### config.mk
export PLATFORM = sky130hd
export DESIGN_NAME = cart_dma_ctrl
export DESIGN_NICKNAME = d
export VERILOG_FILES = /design/src/rtl/cart_dma_pkg.sv /design/src/rtl/cart_dma_regs.sv /design/src/rtl/cart_dma_mover.sv /design/src/rtl/cart_dma_delay.sv /design/src/rtl/cart_dma_ctrl.sv
export SDC_FILE = /design/constraint.sdc
export NUM_CORES = 1
export LEC_CHECK = 0
export BUFFER_PORTS_ARGS = -buffer_cell sky130_fd_sc_hd__clkbuf_2
export CAP_MARGIN = 15
export CORE_UTILIZATION = 28
export CTS_CLUSTER_DIAMETER = 40
export DETAILED_ROUTE_END_ITERATION = 10
export SLEW_MARGIN = 20
export SYNTH_ARGS = -nofsm -noshare
export SYNTH_HDL_FRONTEND = slang
export SYNTH_HIERARCHICAL = 1
export SYNTH_SLANG_ARGS = --single-unit
### constraint.sdc
create_clock -name clk -period 17 [get_ports clk]
set_clock_uncertainty 0.05 [all_clocks]
set_input_delay 0 -clock clk [delete_from_list [all_inputs] [get_ports clk]]
set_output_delay 0 -clock clk [all_outputs]
set_load 0.1 [all_outputs]
### src/rtl/cart_dma_pkg.sv
package cart_dma_pkg;

    // Cartridge address windows
    localparam logic [31:0] SAVE_LO       = 32'h0800_0000;
    localparam logic [31:0] SAVE_HI       = 32'h0801_0000;
    localparam logic [31:0] ROM_BASE      = 32'h1000_0000;
    localparam logic [31:0] BOOT_BASE     = 32'h1FC0_0000;
    localparam logic [31:0] ROM_OFF_MASK  = 32'h03FF_FFFF;
    localparam logic [31:0] SAVE_OFF_MASK = 32'h0000_FFFF;
    localparam logic [31:0] LEN_MASK      = 32'h00FF_FFFF;

    // Register select codes
    localparam logic [2:0] RSEL_CART    = 3'd0;
    localparam logic [2:0] RSEL_DRAM    = 3'd1;
    localparam logic [2:0] RSEL_TO_CART = 3'd2;
    localparam logic [2:0] RSEL_TO_DRAM = 3'd3;
    localparam logic [2:0] RSEL_STATUS  = 3'd4;

    typedef enum logic [1:0] {
        PORT_NONE = 2'd0,
        PORT_SAVE = 2'd1,
        PORT_ROM  = 2'd2,
        PORT_DRAM = 2'd3
    } port_e;

    typedef struct packed {
        port_e       src;
        port_e       dst;
        logic [31:0] src_base;
        logic [31:0] dst_base;
        logic [31:0] len;
        logic [31:0] delay;
        logic        rom_flag;
    } xfer_plan_t;

    function automatic logic [31:0] byte_count(input logic [31:0] len_reg);
        return (len_reg & LEN_MASK) + 32'd1;
    endfunction

    function automatic logic in_save(input logic [31:0] cart);
        return (cart >= SAVE_LO) && (cart < SAVE_HI);
    endfunction

    // Decode the window and size the transfer from the programmed registers.
    function automatic xfer_plan_t plan_xfer(
        input logic [31:0] cart,
        input logic [31:0] dram,
        input logic [31:0] len_reg,
        input logic        to_dram,
        input logic [31:0] rom_size,
        input logic [31:0] dram_top,
        input logic [31:0] slow_delay
    );
        xfer_plan_t  p;
        logic [31:0] n;
        logic [31:0] off;
        p        = '0;
        p.src    = PORT_NONE;
        p.dst    = PORT_NONE;
        p.delay  = slow_delay;
        n        = byte_count(len_reg);
        off      = (cart - ROM_BASE) & ROM_OFF_MASK;
        if (!to_dram) begin
            if (in_save(cart)) begin
                p.src      = PORT_DRAM;
                p.dst      = PORT_SAVE;
                p.src_base = dram;
                p.dst_base = (cart - SAVE_LO) & SAVE_OFF_MASK;
                p.len      = n;
            end
        end else if (cart < ROM_BASE) begin
            if (in_save(cart)) begin
                p.src      = PORT_SAVE;
                p.dst      = PORT_DRAM;
                p.src_base = (cart - SAVE_LO) & SAVE_OFF_MASK;
                p.dst_base = dram;
                p.len      = n;
            end
        end else if (cart < BOOT_BASE) begin
            p.rom_flag = 1'b1;
            if ((off > rom_size) || (dram > dram_top)) begin
                p.len   = 32'd0;
                p.delay = 32'd0;
            end else begin
                if ((off + n) > rom_size) n = rom_size - off;
                if ((dram + n) > dram_top) n = dram_top - dram;
                p.src      = PORT_ROM;
                p.dst      = PORT_DRAM;
                p.src_base = off;
                p.dst_base = dram;
                p.len      = n;
                p.delay    = n >> 3;
            end
        end
        return p;
    endfunction

endpackage

### src/rtl/cart_dma_regs.sv
module cart_dma_regs
    import cart_dma_pkg::*;
(
    input  logic        clk,
    input  logic        rst,
    input  logic        reg_wr,
    input  logic [2:0]  reg_addr,
    input  logic [31:0] reg_wdata,
    input  logic        busy,
    input  logic        finish,
    input  logic        finish_rom,
    input  logic        fire,
    output logic [31:0] cart_q,
    output logic [31:0] dram_q,
    output logic        start,
    output logic        start_to_dram,
    output logic [31:0] reg_rdata,
    output logic        irq
);

    logic [31:0] len_to_cart_q;
    logic [31:0] len_to_dram_q;
    logic        st_done;
    logic        st_rom;
    logic        len_sel;
    logic        clr_req;

    assign len_sel       = (reg_addr == RSEL_TO_CART) || (reg_addr == RSEL_TO_DRAM);
    assign start         = reg_wr && len_sel && !busy;
    assign start_to_dram = (reg_addr == RSEL_TO_DRAM);
    assign clr_req       = reg_wr && (reg_addr == RSEL_STATUS) && reg_wdata[0];

    always_ff @(posedge clk) begin
        if (rst) begin
            cart_q        <= '0;
            dram_q        <= '0;
            len_to_cart_q <= '0;
            len_to_dram_q <= '0;
            st_done       <= 1'b0;
            st_rom        <= 1'b0;
            irq           <= 1'b0;
        end else begin
            if (reg_wr && reg_addr == RSEL_CART) cart_q <= reg_wdata;
            if (reg_wr && reg_addr == RSEL_DRAM) dram_q <= reg_wdata;
            if (start && !start_to_dram) len_to_cart_q <= reg_wdata;
            if (start &&  start_to_dram) len_to_dram_q <= reg_wdata;
            if (clr_req) begin
                st_done <= 1'b0;
                st_rom  <= 1'b0;
                irq     <= 1'b0;
            end
            if (finish) begin
                st_done <= 1'b1;
                if (finish_rom) st_rom <= 1'b1;
            end
            if (fire) irq <= 1'b1;
        end
    end

    always_comb begin
        case (reg_addr)
            RSEL_CART:    reg_rdata = cart_q;
            RSEL_DRAM:    reg_rdata = dram_q;
            RSEL_TO_CART: reg_rdata = len_to_cart_q;
            RSEL_TO_DRAM: reg_rdata = len_to_dram_q;
            RSEL_STATUS:  reg_rdata = {28'd0, irq, busy, st_rom, st_done};
            default:      reg_rdata = 32'd0;
        endcase
    end

    AST_LEN_HELD_WHILE_BUSY: assert property (@(posedge clk) disable iff (rst)
        busy |=> ($stable(len_to_dram_q) && $stable(len_to_cart_q)));

endmodule

### src/rtl/cart_dma_mover.sv
module cart_dma_mover
    import cart_dma_pkg::*;
#(
    parameter int          SAVE_AW  = 15,
    parameter int          ROM_AW   = 26,
    parameter int          DRAM_AW  = 23,
    parameter logic [31:0] ROM_SIZE = 32'h0100_0000,
    parameter logic [31:0] DRAM_TOP = 32'h007F_FFFF
) (
    input  logic               clk,
    input  logic               rst,
    input  logic               start,
    input  xfer_plan_t         plan_in,
    input  logic [7:0]         save_rdata,
    input  logic [7:0]         rom_rdata,
    input  logic [7:0]         dram_rdata,
    output logic [SAVE_AW-1:0] save_addr,
    output logic               save_rd,
    output logic               save_wr,
    output logic [7:0]         save_wdata,
    output logic [ROM_AW-1:0]  rom_addr,
    output logic               rom_rd,
    output logic [DRAM_AW-1:0] dram_addr,
    output logic               dram_rd,
    output logic               dram_wr,
    output logic [7:0]         dram_wdata,
    output logic               busy,
    output logic               done,
    output logic [31:0]        done_delay,
    output logic               done_rom
);

    xfer_plan_t  cfg;
    logic        active;
    logic        wr_pend;
    logic [31:0] rd_cnt;
    logic        rd_go;
    logic        wr_go;
    logic [31:0] src_full;
    logic [31:0] dst_full;
    logic [7:0]  byte_d;

    assign rd_go    = active && (rd_cnt < cfg.len);
    assign wr_go    = active && wr_pend;
    assign done     = active && (rd_cnt == cfg.len);
    assign src_full = cfg.src_base + rd_cnt;
    assign dst_full = cfg.dst_base + rd_cnt - 32'd1;

    always_ff @(posedge clk) begin
        if (rst) begin
            active  <= 1'b0;
            wr_pend <= 1'b0;
            rd_cnt  <= '0;
            cfg     <= '0;
        end else if (start) begin
            active  <= 1'b1;
            wr_pend <= 1'b0;
            rd_cnt  <= '0;
            cfg     <= plan_in;
        end else if (active) begin
            if (done) begin
                active  <= 1'b0;
                wr_pend <= 1'b0;
            end else begin
                rd_cnt  <= rd_cnt + 32'd1;
                wr_pend <= 1'b1;
            end
        end
    end

    // Byte returned by the source port one clock after its read strobe
    always_comb begin
        case (cfg.src)
            PORT_SAVE: byte_d = save_rdata;
            PORT_ROM:  byte_d = rom_rdata;
            PORT_DRAM: byte_d = dram_rdata;
            default:   byte_d = 8'd0;
        endcase
    end

    assign save_rd    = rd_go && (cfg.src == PORT_SAVE);
    assign save_wr    = wr_go && (cfg.dst == PORT_SAVE);
    assign save_addr  = (cfg.src == PORT_SAVE) ? src_full[SAVE_AW-1:0] : dst_full[SAVE_AW-1:0];
    assign save_wdata = byte_d;

    assign rom_rd     = rd_go && (cfg.src == PORT_ROM);
    assign rom_addr   = src_full[ROM_AW-1:0];

    assign dram_rd    = rd_go && (cfg.src == PORT_DRAM);
    assign dram_wr    = wr_go && (cfg.dst == PORT_DRAM);
    assign dram_addr  = (cfg.src == PORT_DRAM) ? src_full[DRAM_AW-1:0] : dst_full[DRAM_AW-1:0];
    assign dram_wdata = byte_d;

    assign busy       = active;
    assign done_delay = cfg.delay;
    assign done_rom   = cfg.rom_flag;

    AST_ROM_IN_BOUNDS: assert property (@(posedge clk) disable iff (rst)
        rom_rd |-> (src_full < ROM_SIZE));

    AST_DRAM_CEILING: assert property (@(posedge clk) disable iff (rst)
        (dram_wr && cfg.src == PORT_ROM) |-> (dst_full < DRAM_TOP));

    AST_WRITE_FOLLOWS_READ: assert property (@(posedge clk) disable iff (rst)
        (rd_go && !start) |=> wr_go);

endmodule

### src/rtl/cart_dma_delay.sv
module cart_dma_delay (
    input  logic        clk,
    input  logic        rst,
    input  logic        load,
    input  logic [31:0] delay_in,
    output logic        busy,
    output logic        fire
);

    logic [31:0] cnt;

    assign fire = busy && (cnt == 32'd0);

    always_ff @(posedge clk) begin
        if (rst) begin
            busy <= 1'b0;
            cnt  <= '0;
        end else if (load) begin
            busy <= 1'b1;
            cnt  <= delay_in;
        end else if (busy) begin
            if (cnt == 32'd0) busy <= 1'b0;
            else              cnt  <= cnt - 32'd1;
        end
    end

    AST_LOAD_WHEN_IDLE: assert property (@(posedge clk) disable iff (rst)
        load |-> !busy);

    AST_FIRE_ENDS_WAIT: assert property (@(posedge clk) disable iff (rst)
        fire |=> !busy);

endmodule

### src/rtl/cart_dma_ctrl.sv
module cart_dma_ctrl
    import cart_dma_pkg::*;
#(
    parameter int          SAVE_AW    = 15,
    parameter int          ROM_AW     = 26,
    parameter int          DRAM_AW    = 23,
    parameter logic [31:0] ROM_SIZE   = 32'h0100_0000,
    parameter logic [31:0] DRAM_TOP   = 32'h007F_FFFF,
    parameter logic [31:0] SLOW_DELAY = 32'h0000_1000
) (
    input  logic               clk,
    input  logic               rst,
    input  logic               reg_wr,
    input  logic [2:0]         reg_addr,
    input  logic [31:0]        reg_wdata,
    output logic [31:0]        reg_rdata,
    output logic               irq,
    output logic [SAVE_AW-1:0] save_addr,
    output logic               save_rd,
    output logic               save_wr,
    output logic [7:0]         save_wdata,
    input  logic [7:0]         save_rdata,
    output logic [ROM_AW-1:0]  rom_addr,
    output logic               rom_rd,
    input  logic [7:0]         rom_rdata,
    output logic [DRAM_AW-1:0] dram_addr,
    output logic               dram_rd,
    output logic               dram_wr,
    output logic [7:0]         dram_wdata,
    input  logic [7:0]         dram_rdata
);

    logic [31:0] cart_q;
    logic [31:0] dram_q;
    logic        start;
    logic        start_to_dram;
    logic        mover_busy;
    logic        wait_busy;
    logic        busy;
    logic        done;
    logic [31:0] done_delay;
    logic        done_rom;
    logic        fire;
    xfer_plan_t  plan;

    assign busy = mover_busy || wait_busy;
    assign plan = plan_xfer(cart_q, dram_q, reg_wdata, start_to_dram,
                            ROM_SIZE, DRAM_TOP, SLOW_DELAY);

    cart_dma_regs regs_i (
        .clk           (clk),
        .rst           (rst),
        .reg_wr        (reg_wr),
        .reg_addr      (reg_addr),
        .reg_wdata     (reg_wdata),
        .busy          (busy),
        .finish        (done),
        .finish_rom    (done_rom),
        .fire          (fire),
        .cart_q        (cart_q),
        .dram_q        (dram_q),
        .start         (start),
        .start_to_dram (start_to_dram),
        .reg_rdata     (reg_rdata),
        .irq           (irq)
    );

    cart_dma_mover #(
        .SAVE_AW  (SAVE_AW),
        .ROM_AW   (ROM_AW),
        .DRAM_AW  (DRAM_AW),
        .ROM_SIZE (ROM_SIZE),
        .DRAM_TOP (DRAM_TOP)
    ) mover_i (
        .clk        (clk),
        .rst        (rst),
        .start      (start),
        .plan_in    (plan),
        .save_rdata (save_rdata),
        .rom_rdata  (rom_rdata),
        .dram_rdata (dram_rdata),
        .save_addr  (save_addr),
        .save_rd    (save_rd),
        .save_wr    (save_wr),
        .save_wdata (save_wdata),
        .rom_addr   (rom_addr),
        .rom_rd     (rom_rd),
        .dram_addr  (dram_addr),
        .dram_rd    (dram_rd),
        .dram_wr    (dram_wr),
        .dram_wdata (dram_wdata),
        .busy       (mover_busy),
        .done       (done),
        .done_delay (done_delay),
        .done_rom   (done_rom)
    );

    cart_dma_delay delay_i (
        .clk      (clk),
        .rst      (rst),
        .load     (done),
        .delay_in (done_delay),
        .busy     (wait_busy),
        .fire     (fire)
    );

    AST_ONE_READ: assert property (@(posedge clk) disable iff (rst)
        $onehot0({save_rd, rom_rd, dram_rd}));

    AST_ONE_WRITE: assert property (@(posedge clk) disable iff (rst)
        $onehot0({save_wr, dram_wr}));

    AST_QUIET_WHEN_IDLE: assert property (@(posedge clk) disable iff (rst)
        !busy |-> !(save_rd || save_wr || rom_rd || dram_rd || dram_wr));

    AST_IRQ_RISES_IDLE: assert property (@(posedge clk) disable iff (rst)
        $rose(irq) |-> !busy);

endmodule

Word-level counts from Yosys, hierarchy flattened
Cells that the tools add are included.
- register bits after elaboration: 316
- input port bits: 62
- output and inout bits: 118
- word-level logic and storage cells: 117
- add/sub/neg operators: 12
- order comparisons: 9
- equal/unequal tests: 11
- mux-type cells: 34
- bitwise logic cells: 1
- reductions and logical operators: 31
- operators by type and width (operator ; count):
    $mux W100 ; 3
    $mux W32 ; 9
    $pmux W32 S5 ; 1
    $mux W133 ; 1
    $mux W99 ; 1
    $mux W68 ; 1
    $mux W33 ; 2
    $gt A32 B23 Y1 const B ; 2
    $lt A32 B29 Y1 const B ; 2
    $mux W64 ; 1
    $add A32 B1 Y32 const B ; 1
    $add A32 B32 Y32 ; 1
    $eq A32 B32 Y1 ; 1
    $ge A32 B28 Y1 const B ; 1
    $logic_not A32 Y1 ; 1
    $lt A32 B28 Y1 const B ; 1
    $lt A32 B32 Y1 ; 1
    $sub A23 B32 Y32 const A ; 1
    $sub A32 B1 Y32 const B ; 1
    $add A26 B25 Y27 ; 1
    $gt A27 B25 Y1 const B ; 1
    $sub A25 B26 Y27 const A ; 1
    $add A26 B26 Y26 ; 1
    $gt A26 B25 Y1 const B ; 1
    other kinds (23) ; 61

Logic depth before layout (Yosys ltp)
Gate-level depths: netlist (run 1).
- depth after elaboration: 15
- mapped depth: 37
- depth with buffers taken out: 34

Modules after synthesis
Netlist (run 1), hierarchy kept.
- modules (own cells, without submodules) (module ; instances ; cells each ; area an instance (µm²) ; sequential area each (µm²)):
    cart_dma_mover ; 1 ; 1233 ; 10164.7 ; 3042.9
    cart_dma_regs ; 1 ; 632 ; 6070.8 ; 2622.5
    cart_dma_ctrl ; 1 ; 759 ; 5499.0 ; 0.0
    cart_dma_delay ; 1 ; 235 ; 1978.1 ; 660.6

Least setup slack after synthesis (run 1)
No wires, ideal clock.
- kind: input to register
- from: in reg_wdata[3]
- to: reg mover_i/cfg[46] (netlist bit)
- setup time: 0.128 ns
- data arrival time: 7.256 ns
- data required time: 16.822 ns
- setup slack: 9.566 ns
- stages on the path: 33
- path through: nand3_1 -> nor3_1 -> and2_1 -> nand4_1 -> xnor2_1 -> ha_1 -> a21oi_1 -> o21ai_0 -> a2111oi_2 -> o2111ai_1 -> nor4_1 -> nand3_1 -> or4_1 -> o41a_1 -> nor2_2 -> buf_4 -> mux2_2 -> ha_1 -> a21oi_1 -> o2111ai_1 -> a41oi_1 -> o2111ai_1 -> and3_1 -> a31o_2 -> a221o_1 -> xor2_1 -> nor4b_1 -> mux2i_2 -> buf_6 -> mux2_4 -> a22o_1 -> mux2i_1 -> nor2_1
- RTL lines (item ; RTL line ; RTL):
    from (decl) ; cart_dma_ctrl.sv:15 ; input logic [31:0] reg_wdata,
    to (signal assigned) ; cart_dma_mover.sv:59 ; cfg <= plan_in;
    to (decl) ; cart_dma_mover.sv:33 ; xfer_plan_t cfg;

==> flow_metrics.tcl, run 1 <==
set metrics [dict create \
    grt_pass1_wl_mm 114 \
    ir_worst_vdd_mv 0.0708 \
    hold_depth 2 \
    holdCritStartpoint "rst" \
    avgRoutedWirePerCell_um 18.4 \
    fin_cells 4066 \
    syn2layout_area_growth_pct 15.0 \
    die_h_um 292 \
    grt_pass1_vias 19200 \
    h-tree-depth 2 \
    hp-class "in -> reg" \
    drv_cap 0 \
    period_minus_slack_ns 9.25 \
    cts_root_buf "clkbuf_16" \
    synth.avg_cell_area_sq_um 8.30 \
    finalHoldViolCount 0 \
    critical_path_arrival_ns 9.61 \
    post_route_cells_drive_above_1_share_pct 14.5 \
    timing.rr.end "mover_i/cfg[52]$_SDFFE_PP0P_" \
    synthCells 2844 \
    rsz0062_at_grt "no" \
    final_nets 3185 \
    start_kind "input pin" \
    cts_tree "done" \
    min_period_over_period_pct 54.4 \
    clkLatencyLatePin_ns 0.57 \
    clock_path_buffers 3 \
    drt_first_iter_violations 1804 \
    dieArea_sq_um 85500 \
    p_per_area_nw_per_um2 78.3 \
    die_w_um 292 \
    cp_top_family "compound AO/OA/AOI/OAI gates" \
    grt.overflow.total 0 \
    track_usage_pct 16.8 \
    r2r_start "regs_i/cart_q[0]$_SDFFE_PP0P_" \
    status "finished, final reports clean" \
    final_common_cell "dfxtp_1" \
    clk_pin_slew_ns 0.06 \
    worstMarginPinSlew_ns 1.05 \
    multi_input_area_sq_um 15600 \
    cp_data_required_time_ns 17.36 \
    maxSlewViolCount 0 \
    grt_antenna_before_repair 1 \
    hold_buffers 33 \
    cts_resized 0 \
    dpl.cell_count 3946 \
    place_congestion 0.912 \
    nFillCells 8719 \
    rr_worst_depth 28 \
    r2r_slack_ns 8.40 \
    crit_type "in -> reg" \
    start_util_pct 28.3 \
    p_leak_nw 11.3 \
    final-setup-viol-count 0 \
    synth_area_sq_um 23600 \
    crit_path_end_kind "register" \
    clock_sinks 316 \
    drt_pass1_iterations 5 \
    min_delay_worst_endpoint "regs_i/dram_q[0]$_SDFFE_PP0P_" \
    yosys_warnings 6 \
    vias 21000 \
    maxSlewHeadroom_pct 29.2 \
    seq_area_sq_um 6330 \
    fin_tns_setup_ns 0 \
    num_rows 106 \
    path_buf_inv 4 \
    dpl.hpwl_mm 56.0 \
    crit_path_max_incr_delay_ns 0.53 \
    crit_fanout 32 \
    drc 0 \
    boundaryPins 180 \
    clock.fmax_mhz 108 \
    vias_per_cell 5.18 \
    cp_slowest_cell "dlygate4sd3_1" \
    grt_max_degree 162 \
    cts_setup_buffers 0 \
    wl_mm 74.7 \
    ant_nets 0 \
    final_cell_mix "dfxtp_1 (316), nand2_1 (266), nor2_1 (256)" \
    numCtsBuffers 47 \
    port_buffers 179 \
    coreArea_sq_um 83600 \
    worst_path_most_repeated_cell "o2111ai_1" \
]
[report_power, final]
part	internal (mW)	switching [mW]	leakage [nW]
Clock	0.669	0.388	0.831
Sequential	0.754	0.0197	2.55
Combinational	0.114	0.182	7.95
Total	1.54	0.590	11.3
[area by class of cell]
class	count	share of cell area [%]
timing repair buffer	236	5.26
tap	1080	4.98
sequential	316	23.3
clock buffer	59	4.91
antenna	1	0.00921
inverter	188	2.60
clock inverter	27	1.37
multi-input combinational	2159	57.6
[metrics by stage]
step	power, mW	worst slack [ns]	hold slack, ns	utilization, %	cell area (sq um)
after CTS	2.14	7.78	0.0948	32.5	27200
final	2.13	7.75	0.00851	32.5	27200
after detailed placement	1.08	7.79	0.220	30.1	25100
after floorplan	1.00	9.57	0.0386	-	23600
after global routing	2.20	7.20	0.155	32.5	27200
after global placement	1.07	7.95	0.215	30.1	25100
[registers in the layout, indices dropped and copies added (netlist names)]
signal,cells
mover_i/cfg,85
delay_i/cnt,32
mover_i/done_delay,32
mover_i/rd_cnt,32
regs_i/cart_q,32
regs_i/dram_q,32
regs_i/len_to_cart_q,32
regs_i/len_to_dram_q,32
delay_i/busy,1
mover_i/busy,1
mover_i/done_rom,1
mover_i/wr_pend,1
regs_i/irq,1
regs_i/st_done,1
regs_i/st_rom,1
[metal layers]
metal | vias up | track usage, % | wire length [um] | part of all wire (%)
li1 | 10300 | - | - | -
met1 | 9992 | 25.7 | 37000 | 50
met2 | 722 | 24.2 | 30400 | 41
met3 | 83 | 2.69 | 5930 | 7.9
met4 | 0 | 3.52 | 1280 | 1.7
met5 | - | 0 | 0 | 0
[worst max-delay path by stage]
stage / startpoint / endpoint / slack, ns / depth (start not counted)
floorplan: reg_wdata[3] / mover_i/cfg[46]$_SDFFE_PP0P_ / 9.57 / 33
global placement: reg_wdata[0] / mover_i/cfg[35]$_SDFFE_PP0P_ / 7.95 / 34
detailed placement: reg_wdata[2] / mover_i/cfg[52]$_SDFFE_PP0P_ / 7.79 / 34
CTS: reg_wdata[3] / mover_i/cfg[52]$_SDFFE_PP0P_ / 7.78 / 35
global route: reg_wdata[3] / mover_i/cfg[37]$_SDFFE_PP0P_ / 7.20 / 35
finish: reg_wdata[2] / mover_i/cfg[52]$_SDFFE_PP0P_ / 7.75 / 35
(Power assumes the default switching activity.)
==> inputs of run 2 (changes only) <==
--- a/config.mk
+++ b/config.mk
@@ -5,6 +5,7 @@
 export SDC_FILE = /design/constraint.sdc
 export NUM_CORES = 1
 export LEC_CHECK = 0
+export ABC_AREA = 1
 export BUFFER_PORTS_ARGS = -buffer_cell sky130_fd_sc_hd__clkbuf_2
 export CAP_MARGIN = 15
 export CORE_UTILIZATION = 28
==> constraint.sdc (replaced) <==
create_clock -name clk -period 9.55 [get_ports clk]
set_clock_uncertainty 0.05 [all_clocks]
set_input_delay 0 -clock clk [delete_from_list [all_inputs] [get_ports clk]]
set_output_delay 0 -clock clk [all_outputs]
set_load 0.1 [all_outputs]
==> run 2 against run 1 <==
First-iteration DRC count grew 40%; critical path type unchanged; via count grew 38%; count of clock-buffer cells in the layout rose by 9; core utilization decreased by 0.22 points; register-to-register slack got worse by 5.9 ns; sequential power grew 82%; non-clock buffer count stayed put; critical path depth increased by 13; final cell count increased by 46%; critical endpoint is now mover_i/cfg[44]$_SDFFE_PP0P_; clock power is 94% higher; design area up 14%.
==> flow_metrics.tcl, run 2 <==
set metrics [dict create \
    crit_fanout 49 \
    final-setup-viol-count 0 \
    final_common_cell "nand2_1" \
    fin_tns_setup_ns 0 \
    grt_pass1_vias 27000 \
    min_period_over_period_pct 85.3 \
    numCtsBuffers 55 \
    holdWs_ns 0.0718 \
    vias_per_cell 4.92 \
    cp_slowest_cell "dlygate4sd3_1" \
    comb_power_share_pct 29.2 \
    vias 29100 \
    top_layer "met4" \
    cp_data_required_time_ns 9.99 \
    boundaryPins 180 \
    p_clk_share_pct 42.1 \
    port_buffers 179 \
    dr_wl_met3_mm 6.36 \
    synth_area_sq_um 27200 \
    sw_frac_of_total_pct 39.8 \
    wl_met1_mm 48.9 \
    start_util_pct 28.4 \
    clock_path_buffers 3 \
    die_h_um 314 \
    path_buf_inv 7 \
    ir_worst_vdd_mv 0.152 \
    finalHoldViolCount 0 \
    clkLatencyLatePin_ns 0.64 \
    die_w_um 314 \
    clock.fmax_mhz 123 \
    syn2layout_area_growth_pct 13.5 \
    drc 0 \
    maxSlewViolCount 0 \
    grt_max_degree 90 \
    critical_path_arrival_ns 8.58 \
    power_switching_mw 1.95 \
    clock_sinks 316 \
    grt_antenna_before_repair 1 \
    synthCells 4529 \
    wl_mm 105 \
    worst_path_most_repeated_cell "nand2_1" \
    track_usage_pct 20.9 \
    cts_tree "done" \
    worstMarginPinSlew_ns 0.973 \
    period_minus_slack_ns 8.14 \
    p_leak_nw 15.0 \
    synth.avg_cell_area_sq_um 6.00 \
    yosys_warnings 6 \
    maxSlewHeadroom_pct 35.1 \
    nFillCells 10800 \
    num_rows 113 \
    fin_area_sq_um 30900 \
    grt_pass1_wl_mm 161 \
    largest_register_ffs 85 \
    final_cell_mix "nand2_1 (1,275), nor2_1 (588), inv_1 (581)" \
    crit_path_end_kind "register" \
    drt_pass1_iterations 5 \
    cts_root_buf "clkbuf_16" \
    largest-register "mover_i/cfg" \
    hp-class "in -> reg" \
    place_congestion 0.963 \
    crit_type "in -> reg" \
    final_nets 4844 \
    post_route_cells_drive_above_1_share_pct 9.97 \
    dpl.hpwl_mm 82.5 \
    crit_path_max_incr_delay_ns 0.52 \
    diodes 0 \
    status "finished, final reports clean" \
    start_kind "input pin" \
    coreArea_sq_um 95600 \
    p_per_area_nw_per_um2 159 \
    rsz0062_at_grt "no" \
    avgRoutedWirePerCell_um 17.7 \
    h-tree-depth 2 \
    drt_first_iter_violations 2532 \
    cp_top_family "simple AND/OR/NAND/NOR gates" \
    drv_cap 0 \
    clk_pin_slew_ns 0.06 \
    pwr-share-seq_pct 28.8 \
    wl_met2_mm 46.5 \
    grt.overflow.total 0 \
    p_int_mw 2.95 \
    ant_nets 0 \
    dieArea_sq_um 98300 \
    placement.cell_area_sq_um 28600 \
]
==> run 2: final timing paths <==
path / startpoint / endpoint / slack [ns] / depth (start not counted)
max reg2reg: regs_i/cart_q[7]$_SDFFE_PP0P_ / mover_i/cfg[44]$_SDFFE_PP0P_ / 2.47 / 40
min: reg_addr[1] / regs_i/len_to_dram_q[0]$_SDFFE_PP0P_ / 0.07 / 5
max: reg_wdata[2] / mover_i/cfg[44]$_SDFFE_PP0P_ / 1.41 / 48
min reg2reg: mover_i/cfg[62]$_SDFFE_PP0P_ / mover_i/cfg[62]$_SDFFE_PP0P_ / 0.41 / 2
==> run 2: routing by layer <==
layer	track usage [%]	vias to the layer above
met2	33.6	1007
met4	5.82	0
met5	0	-
met1	29.3	13300
met3	2.31	163
li1	-	14600
==> run 2: layout make-up <==
cell class / instances / area [sq um] / area share (%)
Multi-Input combinational cell: 3383 / 17300 / 56.0
Sequential cell: 316 / 6330 / 20.5
Inverter: 615 / 2320 / 7.50
Tap cell: 1265 / 1580 / 5.13
Clock buffer: 68 / 1510 / 4.88
Timing Repair Buffer: 236 / 1410 / 4.58
Clock inverter: 35 / 445 / 1.44
==> run 2: worst register-to-register path, delay by kind of cell (launching register included) <==
family	cells	cell delay, ns
adder cells (fa/ha/maj)	2	0.80
AND/OR/NAND/NOR	30	4.25
flip-flops	1	0.73
buffers and inverters	5	0.68
AO/OA/AOI/OAI	3	0.48
==> run 2: metrics by stage <==
| stage | total power [mW] | instances | setup WS (ns) | util, % |
|---|---|---|---|---|
| floorplan | 2.54 | 4531 | 4.13 | - |
| global placement | 2.85 | 5780 | 1.20 | 29.9 |
| detailed placement | 2.85 | 5780 | 1.37 | 29.9 |
| CTS | 4.93 | 5918 | 1.49 | 32.3 |
| global route | 5.11 | 5918 | 0.595 | 32.3 |
| finish | 4.90 | 5918 | 1.41 | 32.3 |
==> run 2: power by group through the flow <==
stage	Sequential [mW]	Combinational, mW	Clock (mW)
after floorplan	1.41	1.13	0
after global placement	1.44	1.41	0
after detailed placement	1.44	1.41	0
after CTS	1.41	1.43	2.09
after global routing	1.41	1.54	2.16
final	1.41	1.43	2.06
==> run 2: timing repair <==
item,in CTS,in global routing
hold buffers,35,0
setup buffers,0,0
endpoints found under the hold margin,149,0
resized for setup,0,0
